$ cat config.mk
export PLATFORM = sky130hd
export DESIGN_NAME = rdp_read_ctrl
export DESIGN_NICKNAME = d
export VERILOG_FILES = /design/src/rtl/rdp_pkg.sv /design/src/rtl/rdp_edge_det.sv /design/src/rtl/rdp_idle_tmr.sv /design/src/rtl/rdp_fsm.sv /design/src/rtl/rdp_read_ctrl.sv
export SDC_FILE = /design/constraint.sdc
export NUM_CORES = 1
export LEC_CHECK = 0
export BUFFER_PORTS_ARGS = -buffer_cell sky130_fd_sc_hd__buf_4
export CAP_MARGIN = 25
export CORE_MARGIN = 4
export CORE_UTILIZATION = 24
export CTS_CLUSTER_SIZE = 20
export DETAILED_ROUTE_END_ITERATION = 6
export PLACE_DENSITY = 0.5
export SLEW_MARGIN = 20
export SYNTH_ARGS = -nofsm -noshare
export SYNTH_HDL_FRONTEND = slang
export SYNTH_SLANG_ARGS = --single-unit
$ cat constraint.sdc
create_clock -name clk -period 2.05 [get_ports clk]
set_input_delay 0.41 -clock clk [delete_from_list [all_inputs] [get_ports clk]]
set_output_delay 0.41 -clock clk [all_outputs]
set_load 0.02 [all_outputs]
$ cat src/rtl/rdp_pkg.sv
package rdp_pkg;

  typedef enum logic [1:0] {
    PS_STANDBY = 2'b00,
    PS_ACTIVE  = 2'b01,
    PS_LOWPWR  = 2'b10
  } pwr_e;

  // Both selects low: a read that may drive the bus.
  function automatic logic read_req(input logic ce_n, input logic oe_n);
    return !ce_n && !oe_n;
  endfunction

  // Wake condition: selected and either just selected or any pin moved.
  function automatic logic wake_cond(input logic ce_n, input logic ce_prev,
                                     input logic addr_moved, input logic oe_moved);
    return !ce_n && (ce_prev || addr_moved || oe_moved);
  endfunction

endpackage

$ cat src/rtl/rdp_edge_det.sv
module rdp_edge_det #(
  parameter int ADDR_W = 16
) (
  input  logic              clk,
  input  logic              rst_n,
  input  logic              ce_n,
  input  logic              oe_n,
  input  logic [ADDR_W-1:0] addr,
  output logic              wake_evt
);
  import rdp_pkg::*;

  logic [ADDR_W-1:0] addr_q;
  logic              oe_q;
  logic              ce_q;
  logic              addr_moved;
  logic              oe_moved;

  always_ff @(posedge clk or negedge rst_n) begin
    if (!rst_n) begin
      addr_q <= '0;
      oe_q   <= 1'b1;
      ce_q   <= 1'b1;
    end else begin
      addr_q <= addr;
      oe_q   <= oe_n;
      ce_q   <= ce_n;
    end
  end

  assign addr_moved = (addr != addr_q);
  assign oe_moved   = (oe_n != oe_q);
  assign wake_evt   = wake_cond(ce_n, ce_q, addr_moved, oe_moved);

endmodule

$ cat src/rtl/rdp_idle_tmr.sv
module rdp_idle_tmr #(
  parameter int IDLE_CYC = 100
) (
  input  logic clk,
  input  logic rst_n,
  input  logic clr,
  input  logic run,
  output logic expire
);
  localparam int CNT_W = $clog2(IDLE_CYC + 1);
  localparam logic [CNT_W-1:0] LAST = CNT_W'(IDLE_CYC - 1);

  logic [CNT_W-1:0] cnt;

  assign expire = run && !clr && (cnt == LAST);

  always_ff @(posedge clk or negedge rst_n) begin
    if (!rst_n)               cnt <= '0;
    else if (clr || expire)   cnt <= '0;
    else if (run)             cnt <= cnt + 1'b1;
  end

endmodule

$ cat src/rtl/rdp_fsm.sv
module rdp_fsm (
  input  logic              clk,
  input  logic              rst_n,
  input  logic              ce_n,
  input  logic              wake_evt,
  input  logic              expire,
  output rdp_pkg::pwr_e     state
);
  import rdp_pkg::*;

  pwr_e state_d;

  always_comb begin
    state_d = state;
    if (ce_n)                              state_d = PS_STANDBY;
    else if (wake_evt)                     state_d = PS_ACTIVE;
    else if (state == PS_ACTIVE && expire) state_d = PS_LOWPWR;
  end

  always_ff @(posedge clk or negedge rst_n) begin
    if (!rst_n) state <= PS_STANDBY;
    else        state <= state_d;
  end

endmodule

$ cat src/rtl/rdp_read_ctrl.sv
module rdp_read_ctrl #(
  parameter int ADDR_W   = 16,
  parameter int IDLE_CYC = 100
) (
  input  logic              clk,
  input  logic              rst_n,
  input  logic              ce_n,
  input  logic              oe_n,
  input  logic [ADDR_W-1:0] addr,
  output logic              dq_oe,
  output logic              rd_stb,
  output logic [1:0]        pwr_state
);
  import rdp_pkg::*;

  logic wake_evt;
  logic tmr_expire;
  logic tmr_clr;
  logic tmr_run;
  pwr_e state;

  rdp_edge_det #(.ADDR_W(ADDR_W)) u_edge (
    .clk(clk), .rst_n(rst_n), .ce_n(ce_n), .oe_n(oe_n), .addr(addr),
    .wake_evt(wake_evt)
  );

  assign tmr_clr = ce_n || wake_evt;
  assign tmr_run = (state == PS_ACTIVE);

  rdp_idle_tmr #(.IDLE_CYC(IDLE_CYC)) u_tmr (
    .clk(clk), .rst_n(rst_n), .clr(tmr_clr), .run(tmr_run), .expire(tmr_expire)
  );

  rdp_fsm u_fsm (
    .clk(clk), .rst_n(rst_n), .ce_n(ce_n), .wake_evt(wake_evt),
    .expire(tmr_expire), .state(state)
  );

  always_ff @(posedge clk or negedge rst_n) begin
    if (!rst_n) begin
      dq_oe  <= 1'b0;
      rd_stb <= 1'b0;
    end else begin
      dq_oe  <= read_req(ce_n, oe_n);
      rd_stb <= read_req(ce_n, oe_n) && wake_evt;
    end
  end

  assign pwr_state = state;

endmodule

==> results of run 1 <==
worst register-to-register path: stages (launching register included):
cell,delay (ns)
dfrtp_1,0.38
xnor2_1,0.15
nand4_1,0.12
or4_1,0.69
o31a_1,0.35
cells in the final DEF, fill, tap and decap left out, types with 3 or more instances in the layout:
cell	n
a31oi_1	3
buf_4	23
nand4_1	3
nand3_1	3
xnor2_1	10
nor4_1	3
nor3_1	7
dfrtp_1	27
clkbuf_8	6
xor2_1	13
power breakdown:
part           internal (uW)  switching, uW  leakage (uW)  total (uW)
logic                   49.8           43.9      0.000245        93.7
clock network            273            201     0.0000455         474
registers                595           8.88      0.000357         604
total                    918            254      0.000647        1170
state kept, by name (all words and copies together) (netlist names):
register       flops
dq_oe              1
rd_stb             1
u_fsm.state        2
u_edge.addr_q     16
u_edge.ce_q        1
u_tmr.cnt          7
u_edge.oe_q        1
final timing paths:
| path | startpoint | to | slack [ns] | depth (start not counted) |
|---|---|---|---|---|
| setup / recovery | u_edge.addr_q[13]$_DFF_PN0_ | u_fsm.state[0]$_DFFE_PN0P_ | 0.25 | 4 |
| hold / removal | rst_n | u_fsm.state[1]$_DFFE_PN0P_ | 0.04 | 1 |
| setup reg to reg | u_edge.addr_q[13]$_DFF_PN0_ | u_fsm.state[0]$_DFFE_PN0P_ | 0.25 | 4 |
| hold reg to reg | u_tmr.cnt[0]$_DFFE_PN0P_ | u_tmr.cnt[0]$_DFFE_PN0P_ | 0.60 | 2 |
| max in group asynchronous | rst_n | u_edge.ce_q$_DFF_PN1_ | 1.68 | 1 |
| min in group clk | addr[2] | u_edge.addr_q[2]$_DFF_PN0_ | 0.26 | 1 |
routing by layer:
layer  vias up  part of all wire, %
met1       378                   44
li1        359                    -
met5         -                    0
met2        18                   48
met4         0                  3.0
met3         5                  5.2
logic make-up (layout without fill, tap and decap cells):
kind of cell	Yosys count	in the layout	synth area share [%]
flops	29	29	63.2
fa+ha+maj	1	1	1.09
mux	1	1	0.869
buf+inv	4	33	1.95
compound gates	5	5	3.04
simple gates	25	25	12.4
xor+xnor	23	23	17.5
final cells by class:
cell class / instances / area, sq um / area share (%)
inverter: 2 / 7.51 / 0.512
clock buffer: 8 / 90.1 / 6.15
tap: 52 / 65.1 / 4.44
sequential: 29 / 728 / 49.7
multi-input combinational: 55 / 402 / 27.4
timing repair buffer: 23 / 173 / 11.8
metrics by stage:
step	worst slack (ns)	area, sq um
after CTS	0.242	1470
after global routing	0.101	1470
after global placement	0.173	1380
after floorplan	0.428	1150
final	0.253	1470
after detailed placement	0.108	1380
cells in the mapped netlist (all sizes together):
cell | count | share of area [%]
nor4b | 1 | 0.76
mux2i | 1 | 0.87
nor2 | 1 | 0.33
dfrtp | 27 | 59
xnor2 | 10 | 7.6
buf | 1 | 0.98
and3b | 1 | 0.76
clkbuf | 1 | 0.33
and3 | 2 | 1.1
dfstp | 2 | 4.6
o31a | 1 | 0.76
or4 | 1 | 0.65
nand3 | 3 | 1.3
nor3 | 7 | 3.0
nor2b | 1 | 0.54
nand4 | 3 | 1.6
inv | 2 | 0.65
ha | 1 | 1.1
xor2 | 13 | 9.9
nor4 | 3 | 1.6
o21a | 1 | 0.65
a31oi | 3 | 1.6
nand2 | 2 | 0.65
==> results.json, run 1 <==
{
  "powerDensity_nw_per_um2": 800,
  "numCtsBuffers": 5,
  "yosys_warnings": 0,
  "initial_core_util_pct": 25.6,
  "outcome": "completed",
  "cts_tree": "done",
  "cts.sinks": 29,
  "layout.cells.non_filler": 169,
  "critPathSlowestCell": "or4_1",
  "finalNetCount": 137,
  "start_kind": "flop",
  "use_met1_pct": 10.1,
  "antenna_found_initial": 0,
  "fin_skew_ns": 0.00247,
  "dp_cells": 161,
  "ant_nets": 0,
  "grt.busiest_layer": "met2",
  "cp.arrival_ns": 1.96,
  "ys_ff_latch": 29,
  "cts_setup_buffers": 0,
  "drt-initial-drc-count": 43,
  "htreeDepth": 2,
  "end_kind": "flop",
  "hold_viol": 0,
  "io_pins": 24,
  "crit_buf_inv": 0,
  "clk_pin_slew_worst_paths_ns": 0.06,
  "overflow": 0,
  "worst_pin_slew_ns": 0.529,
  "grt.met3_usage_pct": 2.93,
  "crit_required_ns": 2.21,
  "ctsRootBufferMaster": "clkbuf_8",
  "fin_crit_sh_pct": 87.7,
  "track_usage_pct": 8.83,
  "grt_max_degree": 30,
  "num_vias": 760,
  "drive_gt1_share_pct": 26.5,
  "finalSetupViolCount": 0,
  "firstDrtPassIters": 4,
  "synth_area_sq_um": 1150,
  "postCtsHoldBufs": 0,
  "detail_route.vias_per_cell": 4.50,
  "hold_class": "in2async",
  "clkLatencyLatePin_ns": 0.27,
  "fillers": 458,
  "place_congestion": 0.680,
  "finalPower_uw": 1170,
  "use_met2_pct": 13.4,
  "path_delay_family": "simple AND/OR/NAND/NOR gates",
  "routed_wirelength_um": 2200,
  "syn_inst": 88,
  "min_period_ns": 1.80,
  "die_h_um": 77.3,
  "synth.distinct_cells": 23,
  "avgSynthCellArea_sq_um": 13.1,
  "finalMaxSlewViolations": 0,
  "tns_ns": 0,
  "peakVddDrop_uv": 416,
  "route.detailed.drc": 0,
  "placementRows": 24,
  "grt_pass1_wl_um": 3970,
  "clockBufferDepth": 2,
  "port_buffers": 23,
  "dp_hpwl_um": 1610,
  "syn-num-nets": 109,
  "avgRoutedWirePerCell_um": 13.0,
  "grt_pass1_vias": 833,
  "cts.repair.resized": 0,
  "leakage_uw": 0.000647,
  "fmax_mhz": 556,
  "yosysSeqAreaShare_pct": 63.2,
  "fin_util_pct": 32.5,
  "cp_slowest_stage_delay_ns": 0.69,
  "crit_chain": "xnor2_1, nand4_1, or4_1, o31a_1",
  "slew_headroom_pct": 64.3,
  "antennaDiodeCount": 0,
  "dieArea_sq_um": 5970,
  "critPathKind": "reg2reg",
  "path_max_fanout": 10,
  "core_sq_um": 4500,
  "rsz0062_at_grt": "false",
  "whs_ns": 0.0449,
  "die_w_um": 77.3,
  "drv_cap": 0,
  "area_growth_pct": 27.1
}
No activity file was read; power rests on OpenSTA's default activity.
==> inputs of run 2 (changes only) <==
- CORE_MARGIN: 4 -> 8
- GPL_TIMING_DRIVEN: unset -> 0
==> run 2 against run 1 <==
Effect of this change: die area grew 22%; count of clock-buffer cells in the layout is the same; via count shrank 0.53%; cell count grew 2.4%; global-route usage shrank 1.5 points; critical endpoint unchanged; highest routed layer unchanged; sequential cell count is the same; cell area grew 0.51%; critical path depth grew 1; largest cell class unchanged; maximum frequency grew 4.2%; largest power group unchanged; core utilization shrank 1.1 points; clock skew is essentially flat.
==> results.json, run 2 (same netlist as run 1, synthesis figures left out) <==
{
  "outcome": "completed",
  "detail_route.vias_per_cell": 4.37,
  "critPathSlowestCell": "dfstp_2",
  "fin_crit_sh_pct": 84.1,
  "fmax_mhz": 580,
  "drt-initial-drc-count": 28,
  "num_vias": 756,
  "finalSetupViolCount": 0,
  "numCtsBuffers": 5,
  "grt_max_degree": 30,
  "ctsRootBufferMaster": "clkbuf_8",
  "die_h_um": 85.3,
  "min_period_ns": 1.72,
  "area_growth_pct": 27.8,
  "fin_skew_ns": 0.00291,
  "largest_reg_flops": 16,
  "r2r_end": "u_fsm.state[0]$_DFFE_PN0P_",
  "ant_nets": 0,
  "overflow": 0,
  "cts_setup_buffers": 0,
  "peakVddDrop_uv": 336,
  "worst_pin_slew_ns": 0.569,
  "layout_commonest_cell": "dfrtp_1",
  "cts.sinks": 29,
  "path_max_fanout": 10,
  "port_buffers": 23,
  "layout_common_cells": "dfrtp_1, buf_4, xor2_1",
  "crit_required_ns": 2.21,
  "cp.arrival_ns": 1.88,
  "antenna_found_initial": 0,
  "finalMaxSlewViolations": 0,
  "cts_tree": "done",
  "clkLatencyLatePin_ns": 0.27,
  "placementRows": 25,
  "core_sq_um": 4690,
  "routed_wirelength_um": 2360,
  "rrSetupSlack_ns": 0.33,
  "rsz0062_at_grt": "false",
  "reg_top3": "u_edge.addr_q: 16 flops, u_tmr.cnt: 7 flops, u_fsm.state: 2 flops",
  "avgRoutedWirePerCell_um": 13.6,
  "hold_class": "in2async",
  "clk_pin_slew_worst_paths_ns": 0.06,
  "firstDrtPassIters": 4,
  "regMostFlops": "u_edge.addr_q",
  "die_w_um": 85.3,
  "dp_hpwl_um": 1780,
  "fillers": 472,
  "clockBufferDepth": 2,
  "io_pins": 24,
  "fin_ws_ns": 0.325,
  "worstRegToRegCells": 5,
  "drv_cap": 0,
  "cts.repair.resized": 0,
  "end_kind": "flop",
  "track_usage_pct": 7.35,
  "critPathKind": "reg2reg",
  "whs_ns": 0.0504,
  "slew_headroom_pct": 61.5,
  "route.detailed.drc": 0,
  "crit_chain": "xnor2_1, nand4_1, or4_1, buf_6, o31a_1",
  "dieArea_sq_um": 7270,
  "antennaDiodeCount": 0,
  "r2r-start": "u_edge.oe_q$_DFF_PN1_",
  "tns_ns": 0,
  "start_kind": "flop",
  "hold_viol": 0,
  "grt_pass1_vias": 862,
  "powerDensity_nw_per_um2": 770,
  "drive_gt1_share_pct": 26.1,
  "place_congestion": 0.731,
  "grt_pass1_wl_um": 4030,
  "initial_core_util_pct": 24.6,
  "cp_slowest_stage_delay_ns": 0.53,
  "postCtsHoldBufs": 0,
  "finalNetCount": 139,
  "pre_cts_ws_ns": 0.202,
  "leakage_uw": 0.000648,
  "htreeDepth": 2
}
[run 2: routing by layer]
layer  track usage, %  wire length, um  vias to the layer above
met5                0                0                        -
met4             5.10               61                        0
met3             3.47              113                        5
met2             11.5             1180                       15
met1             7.67             1010                      372
li1                 -                -                      364
[run 2: cell type report]
class	count	area, sq um	area share (%)
flip-flops and latches	29	728	49.4
multi-input cells	55	402	27.3
repair buffers	23	173	11.7
clock buffers	8	80.1	5.44
well taps	54	67.6	4.59
plain buffers	2	15.0	1.02
inverters	2	7.51	0.510
[run 2: stage by stage]
stage	cell area [sq um]	total power (uW)	util (%)	cells
after floorplan	1150	651	-	88
after global placement	1390	709	29.7	165
after detailed placement	1390	712	29.7	165
after CTS	1470	1160	31.4	173
after global routing	1470	1190	31.4	173
final	1470	1130	31.4	173
[run 2: worst max path at each step]
stage	slack (ns)	depth (start not counted)	from	endpoint
6_report	0.33	5	u_edge.oe_q$_DFF_PN1_	u_fsm.state[0]$_DFFE_PN0P_
5_1_grt	0.13	6	u_tmr.cnt[0]$_DFFE_PN0P_	u_tmr.cnt[5]$_DFFE_PN0P_
4_1_cts	0.31	5	u_edge.oe_q$_DFF_PN1_	u_fsm.state[0]$_DFFE_PN0P_
3_5_place_dp	0.20	5	addr[1]	u_tmr.cnt[1]$_DFFE_PN0P_
3_3_place_gp	0.22	6	addr[8]	u_fsm.state[0]$_DFFE_PN0P_
2_1_floorplan	0.43	5	addr[8]	u_fsm.state[0]$_DFFE_PN0P_
[run 2: where the power goes]
group	internal (uW)	total (uW)	switching, uW
clock network	240	435	194
logic	49.9	93.8	44.0
registers	595	605	9.70
[run 2: worst max-delay path: cells and delay by family (launching register included)]
family          cells  cell delay, ns
xor+xnor            1            0.11
compound gates      1            0.28
buf+inv             1            0.16
simple gates        2            0.54
flops               1            0.53
==> inputs of run 3 (changes only) <==
- clock period: 2.05 -> 1.78 ns (I/O delays scaled with it)
==> run 3 against run 2 <==
Effect of this change: global-route usage about the same; hold slack gained 0.15 ns; sequential share of layout area down 2.3 points; largest cell class unchanged; total power increased by 16%; register-to-register slack got worse by 0.21 ns; first-iteration DRC count increased by 39%; worst setup slack got worse by 0.21 ns; critical endpoint is now u_tmr.cnt[3]$_DFFE_PN0P_; core utilization grew 1.5 points; cell count increased by 0.58%; maximum frequency up 3.5%; count of clock-buffer cells in the layout is the same; critical path depth stayed put.
==> results.json, run 3 (same netlist as run 1, synthesis figures left out) <==
{
  "outcome": "completed",
  "area_growth_pct": 34.0,
  "crit_start": "u_edge.oe_q$_DFF_PN1_",
  "fmax_mhz": 600,
  "track_usage_pct": 7.37,
  "leakage_uw": 0.000660,
  "hold_viol": 0,
  "powerDensity_nw_per_um2": 850,
  "layout_commonest_cell": "dfrtp_1",
  "detail_route.vias_per_cell": 4.40,
  "layout_common_cells": "dfrtp_1, buf_4, xor2_1",
  "cp_slowest_stage_delay_ns": 0.53,
  "clk_pin_slew_worst_paths_ns": 0.06,
  "initial_core_util_pct": 24.6,
  "finalSetupViolCount": 0,
  "path_max_fanout": 6,
  "met2_length_um": 1220,
  "highest_layer": "met4",
  "drv_cap": 0,
  "dp_hpwl_um": 1780,
  "fillers": 463,
  "finalNetCount": 140,
  "grt_pass1_wl_um": 4050,
  "clkLatencyLatePin_ns": 0.27,
  "peakVddDrop_uv": 367,
  "worst_pin_slew_ns": 0.548,
  "core_sq_um": 4690,
  "seqCellArea_sq_um": 728,
  "layout.cells.non_filler": 174,
  "crit_buf_inv": 1,
  "start_kind": "flop",
  "slew_headroom_pct": 63.0,
  "finalMaxSlewViolations": 0,
  "placementRows": 25,
  "overflow": 0,
  "port_buffers": 23,
  "die_h_um": 85.3,
  "io_pins": 24,
  "place_congestion": 0.731,
  "drt-initial-drc-count": 39,
  "min_period_ns": 1.67,
  "ctsRootBufferMaster": "clkbuf_8",
  "fin_crit_sh_pct": 93.6,
  "cp.arrival_ns": 1.85,
  "cts.sinks": 29,
  "route.detailed.drc": 0,
  "end_kind": "flop",
  "final_area_sq_um": 1540,
  "rsz0062_at_grt": "true",
  "firstDrtPassIters": 4,
  "largest_reg_flops": 16,
  "critPathKind": "reg2reg",
  "grt_pass1_vias": 868,
  "avgRoutedWirePerCell_um": 13.8,
  "grt_max_degree": 30,
  "num_vias": 765,
  "wl_met1_um": 1000,
  "routed_wirelength_um": 2410,
  "crit_chain": "xnor2_1, nand4_1, or4_4, buf_12, nor3_1",
  "die_w_um": 85.3,
  "cts_tree": "done",
  "multi_input_area_sq_um": 454,
  "critPathSlowestCell": "dfstp_2",
  "ant_nets": 0,
  "drive_gt1_share_pct": 34.2,
  "antenna_found_initial": 0,
  "dieArea_sq_um": 7270,
  "fin_ws_ns": 0.114,
  "power_switching_share_pct": 22.1,
  "clockBufferDepth": 2,
  "r2r-start": "u_edge.oe_q$_DFF_PN1_",
  "clkPwrFrac_pct": 38.0,
  "pre_cts_ws_ns": -0.0142,
  "numCtsBuffers": 5,
  "htreeDepth": 2,
  "antennaDiodeCount": 0,
  "crit_required_ns": 1.97,
  "seqPwrFrac_pct": 53.1,
  "regMostFlops": "u_edge.addr_q",
  "switchingPower_uw": 289,
  "fin_skew_ns": 0.00361,
  "path_delay_family": "simple AND/OR/NAND/NOR gates",
  "hold_class": "in2reg",
  "hp-start": "addr[13]",
  "p_comb_share_pct": 8.8,
  "reg_top3": "u_edge.addr_q: 16 flops, u_tmr.cnt: 7 flops, u_fsm.state: 2 flops",
  "whs_ns": 0.200,
  "dp_cells": 165,
  "wl_met3_um": 126,
  "p_int_uw": 1020,
  "dpl_cell_area_sq_um": 1390
}
## run 3: area by class of cell
cell class | instances | area share, %
plain buffers | 1 | 0.243
clock buffers | 8 | 5.19
inverters | 2 | 0.486
multi-input cells | 55 | 29.4
flip-flops and latches | 29 | 47.2
well taps | 54 | 4.38
repair buffers | 25 | 13.1
## run 3: layer usage
metal | vias up | track usage (%)
met4 | 0 | 5.10
met2 | 21 | 11.5
met1 | 375 | 7.72
met3 | 5 | 3.47
li1 | 364 | -
met5 | - | 0
## run 3: path summary, 6_finish.rpt
check,to,cells after the start,slack [ns]
max in group asynchronous,u_edge.ce_q$_DFF_PN1_,2,0.92
min reg2reg,u_tmr.cnt[0]$_DFFE_PN0P_,2,0.61
max reg2reg,u_tmr.cnt[3]$_DFFE_PN0P_,5,0.11
min,u_edge.addr_q[13]$_DFF_PN0_,1,0.20
min in group asynchronous,u_fsm.state[0]$_DFFE_PN0P_,2,0.55
max,u_tmr.cnt[3]$_DFFE_PN0P_,5,0.11
## run 3: power by group through the flow
stage	Sequential (uW)	Clock (uW)	Combinational, uW
floorplan	711	0	39.2
global placement	708	0	109
detailed placement	709	0	111
CTS	697	524	113
global route	699	555	130
finish	697	499	116
## run 3: stage by stage
stage          utilization, %  power (uW)  TNS, ns
4_1_cts                  31.6        1330        0
2_1_floorplan               -         750        0
6_report                 32.9        1310        0
3_5_place_dp             29.7         820  -0.0280
3_3_place_gp             29.7         816        0
5_1_grt                  32.9        1380  -0.0577
## run 3: what timing repair did
item,CTS,global route
hold buffers,1,0
setup endpoints to repair,0,9
endpoints found under the hold margin,1,0
resized for setup,0,10
setup buffers,0,1
